### src/rtl/wiper_pkg.sv
package wiper_pkg;

  typedef enum logic {
    DIR_DOWN = 1'b0,
    DIR_UP   = 1'b1
  } dir_e;

  // Bit positions inside the synchronized control vector
  localparam int unsigned CTL_SEL  = 0;
  localparam int unsigned CTL_STEP = 1;
  localparam int unsigned CTL_DIR  = 2;
  localparam int unsigned CTL_W    = 3;

  // Idle levels: deselected, strobe high, direction down
  localparam logic [CTL_W-1:0] CTL_IDLE = 3'b011;

endpackage

### src/rtl/wiper_rst_sync.sv
module wiper_rst_sync #(
  parameter int unsigned STAGES = 2
) (
  input  logic clk,
  input  logic arst_n,
  output logic srst_n
);

  logic [STAGES-1:0] chain_q;
  logic [STAGES-1:0] chain_d;

  always_comb begin
    chain_d = {chain_q[STAGES-2:0], 1'b1};
  end

  always_ff @(posedge clk or negedge arst_n) begin
    if (!arst_n) begin
      chain_q <= '0;
    end else begin
      chain_q <= chain_d;
    end
  end

  assign srst_n = chain_q[STAGES-1];

endmodule

### src/rtl/wiper_in_sync.sv
module wiper_in_sync #(
  parameter int unsigned       WIDTH    = 3,
  parameter logic [WIDTH-1:0]  IDLE_VAL = '1
) (
  input  logic             clk,
  input  logic             rst_n,
  input  logic [WIDTH-1:0] async_in,
  output logic [WIDTH-1:0] lvl,
  output logic [WIDTH-1:0] prev
);

  logic [WIDTH-1:0] meta_q;
  logic [WIDTH-1:0] lvl_q;
  logic [WIDTH-1:0] prev_q;

  genvar g;
  generate
    for (g = 0; g < WIDTH; g++) begin : g_bit
      always_ff @(posedge clk or negedge rst_n) begin
        if (!rst_n) begin
          meta_q[g] <= IDLE_VAL[g];
          lvl_q[g]  <= IDLE_VAL[g];
          prev_q[g] <= IDLE_VAL[g];
        end else begin
          meta_q[g] <= async_in[g];
          lvl_q[g]  <= meta_q[g];
          prev_q[g] <= lvl_q[g];
        end
      end
    end
  endgenerate

  assign lvl  = lvl_q;
  assign prev = prev_q;

endmodule

### src/rtl/wiper_pos.sv
module wiper_pos
  import wiper_pkg::*;
#(
  parameter int unsigned TAP_BITS = 5
) (
  input  logic                clk,
  input  logic                rst_n,
  input  logic [TAP_BITS-1:0] load_val,
  input  logic                step_en,
  input  dir_e                step_dir,
  output logic [TAP_BITS-1:0] tap,
  output logic                loaded
);

  localparam logic [TAP_BITS-1:0] TAP_MAX = {TAP_BITS{1'b1}};
  localparam logic [TAP_BITS-1:0] TAP_MIN = '0;

  logic [TAP_BITS-1:0] wiper_q, wiper_d;
  logic                loaded_q, loaded_d;
  logic                wiper_en;

  always_comb begin
    wiper_d  = wiper_q;
    loaded_d = loaded_q;
    wiper_en = 1'b0;
    if (!loaded_q) begin
      wiper_d  = load_val;
      loaded_d = 1'b1;
      wiper_en = 1'b1;
    end else if (step_en) begin
      if (step_dir == DIR_UP) begin
        if (wiper_q != TAP_MAX) begin
          wiper_d  = wiper_q + 1'b1;
          wiper_en = 1'b1;
        end
      end else begin
        if (wiper_q != TAP_MIN) begin
          wiper_d  = wiper_q - 1'b1;
          wiper_en = 1'b1;
        end
      end
    end
  end

  always_ff @(posedge clk or negedge rst_n) begin
    if (!rst_n) begin
      loaded_q <= 1'b0;
    end else begin
      loaded_q <= loaded_d;
    end
  end

  always_ff @(posedge clk or negedge rst_n) begin
    if (!rst_n) begin
      wiper_q <= '0;
    end else if (wiper_en) begin
      wiper_q <= wiper_d;
    end
  end

  // Until the first clock after reset the saved value is shown directly
  assign tap    = loaded_q ? wiper_q : load_val;
  assign loaded = loaded_q;

endmodule

### src/rtl/wiper_store.sv
module wiper_store #(
  parameter int unsigned          TAP_BITS    = 5,
  parameter logic [TAP_BITS-1:0]  DEFAULT_TAP = 5'd16
) (
  input  logic                clk,
  input  logic                rst_n,
  input  logic                nv_rst_n,
  input  logic                save_req,
  input  logic [TAP_BITS-1:0] wiper,
  output logic                store_stb,
  output logic [TAP_BITS-1:0] saved
);

  logic                stb_q, stb_d;
  logic [TAP_BITS-1:0] shadow_q, shadow_d;
  logic                shadow_en;

  always_comb begin
    stb_d     = save_req;
    shadow_en = stb_q;
    shadow_d  = wiper;
  end

  always_ff @(posedge clk or negedge rst_n) begin
    if (!rst_n) begin
      stb_q <= 1'b0;
    end else begin
      stb_q <= stb_d;
    end
  end

  // Shadow survives power-up reset; only the clear input returns it to default
  always_ff @(posedge clk or negedge nv_rst_n) begin
    if (!nv_rst_n) begin
      shadow_q <= DEFAULT_TAP;
    end else if (shadow_en) begin
      shadow_q <= shadow_d;
    end
  end

  assign store_stb = stb_q;
  assign saved     = shadow_q;

endmodule

### src/rtl/updown_wiper_ctrl.sv
module updown_wiper_ctrl
  import wiper_pkg::*;
#(
  parameter int unsigned         TAP_BITS    = 5,
  parameter logic [TAP_BITS-1:0] DEFAULT_TAP = 5'd16
) (
  input  logic                clk,
  input  logic                rst_n,
  input  logic                nv_rst_n,
  input  logic                sel_n,
  input  logic                step,
  input  logic                dir_up,
  output logic [TAP_BITS-1:0] tap,
  output logic                store_stb
);

  logic                rst_sync_n;
  logic                nv_sync_n;
  logic [CTL_W-1:0]    ctl_raw;
  logic [CTL_W-1:0]    ctl_lvl;
  logic [CTL_W-1:0]    ctl_prev;
  logic                sel_hi;
  logic                step_fall;
  logic                sel_rise;
  logic                step_en;
  logic                save_req;
  dir_e                step_dir;
  logic                dir_lvl;
  logic                loaded;
  logic [TAP_BITS-1:0] saved;
  logic [TAP_BITS-1:0] tap_int;

  wiper_rst_sync #(.STAGES(2)) u_rst_sync (
    .clk    (clk),
    .arst_n (rst_n),
    .srst_n (rst_sync_n)
  );

  wiper_rst_sync #(.STAGES(2)) u_nv_rst_sync (
    .clk    (clk),
    .arst_n (nv_rst_n),
    .srst_n (nv_sync_n)
  );

  always_comb begin
    ctl_raw           = '0;
    ctl_raw[CTL_SEL]  = sel_n;
    ctl_raw[CTL_STEP] = step;
    ctl_raw[CTL_DIR]  = dir_up;
  end

  wiper_in_sync #(.WIDTH(CTL_W), .IDLE_VAL(CTL_IDLE)) u_in_sync (
    .clk      (clk),
    .rst_n    (rst_sync_n),
    .async_in (ctl_raw),
    .lvl      (ctl_lvl),
    .prev     (ctl_prev)
  );

  always_comb begin
    sel_hi    = ctl_lvl[CTL_SEL];
    dir_lvl   = ctl_lvl[CTL_DIR];
    step_fall = ctl_prev[CTL_STEP] & ~ctl_lvl[CTL_STEP];
    sel_rise  = ctl_lvl[CTL_SEL] & ~ctl_prev[CTL_SEL];
    step_en   = step_fall & ~sel_hi;
    save_req  = sel_rise & ctl_lvl[CTL_STEP];
    step_dir  = dir_e'(dir_lvl);
  end

  wiper_pos #(.TAP_BITS(TAP_BITS)) u_pos (
    .clk      (clk),
    .rst_n    (rst_sync_n),
    .load_val (saved),
    .step_en  (step_en),
    .step_dir (step_dir),
    .tap      (tap_int),
    .loaded   (loaded)
  );

  wiper_store #(.TAP_BITS(TAP_BITS), .DEFAULT_TAP(DEFAULT_TAP)) u_store (
    .clk       (clk),
    .rst_n     (rst_sync_n),
    .nv_rst_n  (nv_sync_n),
    .save_req  (save_req),
    .wiper     (tap_int),
    .store_stb (store_stb),
    .saved     (saved)
  );

  assign tap = tap_int;

endmodule

### config.mk
export PLATFORM = sky130hd
export DESIGN_NAME = updown_wiper_ctrl
export DESIGN_NICKNAME = d
export VERILOG_FILES = /design/src/rtl/wiper_pkg.sv /design/src/rtl/wiper_rst_sync.sv /design/src/rtl/wiper_in_sync.sv /design/src/rtl/wiper_pos.sv /design/src/rtl/wiper_store.sv /design/src/rtl/updown_wiper_ctrl.sv
export SDC_FILE = /design/constraint.sdc
export NUM_CORES = 1
export LEC_CHECK = 0
export BUFFER_PORTS_ARGS = -buffer_cell sky130_fd_sc_hd__buf_2
export CAP_MARGIN = 20
export CORE_AREA = 4 4 47 90
export CTS_BUF_LIST = sky130_fd_sc_hd__clkbuf_4 sky130_fd_sc_hd__clkbuf_8
export DETAILED_ROUTE_END_ITERATION = 8
export DIE_AREA = 0 0 51 94
export GPL_ROUTABILITY_DRIVEN = 0
export PLACE_DENSITY_LB_ADDON = 0.1
export SETUP_SLACK_MARGIN = 0.05
export SLEW_MARGIN = 10
export SYNTH_ARGS = -nofsm -noshare
export SYNTH_HDL_FRONTEND = slang
export SYNTH_SLANG_ARGS = --single-unit
### constraint.sdc
create_clock -name clk -period 1.7 [get_ports clk]
set_clock_uncertainty 0.15 [all_clocks]
set_input_delay 0.255 -clock clk [delete_from_list [all_inputs] [get_ports clk]]
set_output_delay 0.255 -clock clk [all_outputs]
set_load 0.01 [all_outputs]
==> flow_metrics.tcl <==
set metrics [dict create \
    fin_setup_tns_ps -616 \
    cp-end-kind "register" \
    start_kind "register" \
    min-delay-path-class "register to asynchronous set/reset pin" \
    critical_path_class "register to register" \
    finalCriticalPeriod_ps 1850 \
    synth_cells 81 \
    ir_drop_uv 618 \
    n_antenna_cell 0 \
    cap_violations 0 \
    core_area_um2 3610 \
    io_buffers 11 \
    violations "negative setup slack" \
    netlist_area_um2 1020 \
    cts_num_sinks 24 \
    wl_per_cell_um 12.5 \
    leakagePower_uw 0.000714 \
    yosys.area.top_type "dfrtp_1" \
    synthDistinctLibCells 25 \
    place_hpwl_mm 1.61 \
    vias 739 \
    cts-buffers-inserted 3 \
    htreeDepth 1 \
    place_ws_ps -230 \
    setup_viol 5 \
    fin_crit_sh_pct 109 \
    required_ps 1700 \
    cts_tree "done" \
    clockBufferDepth 2 \
    drv_slew 0 \
    grt_max_degree 16 \
    dieArea_um2 4790 \
    synth_top_area_share_pct 41.7 \
    grt_pass1_vias 800 \
    grt_remaining_overflow 0 \
    slew_headroom_pct 60.0 \
    yosys_warnings 0 \
    worst_pin_slew_ps 601 \
    dr.pass1.iters 4 \
    rows 31 \
    status "complete, but fails checks" \
    fp.dieW_um 51 \
    viasPerCell 4.25 \
    crit_fanout 5 \
    initial_core_util_pct 28.3 \
    yosys-top-cells-area "dfrtp_1, dfstp_2, mux2_2" \
    path_clk_slew_ps 80 \
    die_h_um 94 \
    drtIter0Drc 12 \
    synth.avg_cell_area_um2 12.6 \
    ant_nets 0 \
    drt-total-wl_mm 2.18 \
    drc_errors 0 \
    ys_seq_area_share_pct 59.8 \
    root_buffer "clkbuf_8" \
    setup_ws_ps -153 \
    drive_above_1_share_pct 56.0 \
    grt_usage_pct 10.4 \
    synth-seq-cells 24 \
    hold_viol 0 \
    fmax_mhz 540 \
    grt_pass1_wl_mm 3.63 \
    nets 136 \
    antenna_found_initial 0 \
    cellPowerDensity_nw_per_um2 1320 \
    rsz0062_at_grt "yes" \
    worstPathArrival_ps 1860 \
    io_pins 12 \
    clk_latency_ps 260 \
    area_growth_pct 51.7 \
]
Yosys cell counts:
master and n:
or4_1 1, a31oi_1 2, a41o_2 1, nor2_1 8
nand2_1 4, dfstp_2 7, nor3b_1 1, mux2_2 8
conb_1 1, dfrtp_1 17, mux2i_1 2, xnor2_1 4
a21oi_1 5, and3_2 1, or2_2 1, clkbuf_1 2
fa_1 1, nand2b_1 2, nand3_1 2, o21ai_0 2
a21o_1 1, ha_1 3, o31ai_2 1, o21ba_2 1
inv_1 3
placed cells by master (no fill, tap or decap), types with 4 or more instances in the layout:
cell type | Yosys | routed
buf_6 | 0 | 7
nand2_1 | 4 | 4
dfrtp_1 | 17 | 16
buf_2 | 0 | 8
buf_4 | 0 | 19
nor2_1 | 8 | 8
clkbuf_8 | 0 | 4
dfstp_2 | 7 | 7
mux2_2 | 8 | 6
dlygate4sd3_1 | 0 | 6
worst max-delay path: stages (launching register included):
cell	delay, ps
dfrtp_1	400
or4_4	530
o31ai_4	220
a41o_4	180
mux2i_1	190
a21oi_1	80
layer usage:
layer / up-vias / share of wire [%] / track usage (%) / wire [um]
met5: - / 0 / 0 / 0
li1: 361 / - / - / -
met2: 12 / 61 / 18.9 / 1330
met1: 362 / 35 / 10.6 / 754
met4: 0 / 2.0 / 6.74 / 44
met3: 4 / 2.1 / 1.43 / 45
sequential cells by signal, summed over array words and instances, names as in the netlist:
signal and count:
u_store.store_stb 1, u_in_sync.prev 2, u_store.saved 5, u_pos.wiper_q 5
u_rst_sync.chain_q 2, u_pos.loaded 1, u_in_sync.meta_q 3, u_nv_rst_sync.chain_q 2
u_in_sync.lvl 3
where the power goes:
part | switching (uW) | internal, uW | total [uW]
sequential | 88.0 | 693 | 781
combinational | 369 | 525 | 893
clock | 169 | 206 | 375
metrics by stage:
step	util, %	instance area, um^2	total power [uW]	instances	hold slack, ps
2_1_floorplan	-	1040	1180	83	-191
3_3_place_gp	35.3	1270	1480	158	-109
3_5_place_dp	35.3	1270	1480	158	-107
4_1_cts	39.7	1430	1910	171	78.7
5_1_grt	42.9	1550	2210	174	89.0
6_report	42.9	1550	2050	174	79.1
logic make-up (layout without fill, tap and decap cells):
| logic type | Yosys count | in the layout | synth area share (%) |
|---|---|---|---|
| flops | 24 | 24 | 59.8 |
| simple gates | 20 | 20 | 9.45 |
| compound gates | 13 | 13 | 8.71 |
| mux | 10 | 10 | 10.8 |
| buf+inv | 5 | 47 | 1.84 |
| fa+ha+maj | 4 | 4 | 5.64 |
| xor+xnor | 4 | 4 | 3.44 |
| other cells | 1 | 3 | 0.368 |
layout make-up:
class,count,area (um^2)
fillers,367,2060
flip-flops and latches,24,611
multi-input cells,54,487
repair buffers,40,322
well taps,49,61.3
clock buffers,4,55.1
inverters,3,11.3
timing repair:
action | 4_1_cts | 5_1_grt
setup endpoints to repair | 10 | 9
buffers inserted | 3 | 3
hold endpoints to repair | 11 | 0
gates resized for setup | 6 | 19
pin swaps | 2 | 6
hold buffers | 6 | 0
worst paths after layout:
kind | cells past startpoint | startpoint | slack, ps | endpoint
worst max-delay path | 5 | u_pos.wiper_q[0] | -150 | u_pos.wiper_q[2]
worst min-delay path | 0 | u_nv_rst_sync.chain_q[1] | 80 | u_store.saved[4]
worst max register to register | 5 | u_pos.wiper_q[0] | -150 | u_pos.wiper_q[2]
worst min register to register | 0 | u_nv_rst_sync.chain_q[1] | 80 | u_store.saved[4]
max in group asynchronous | 1 | u_nv_rst_sync.chain_q[1] | 670 | u_store.saved[1]
min in group clk | 0 | u_in_sync.meta_q[2] | 200 | u_in_sync.lvl[2]
Power figures use the tool's default switching activity.
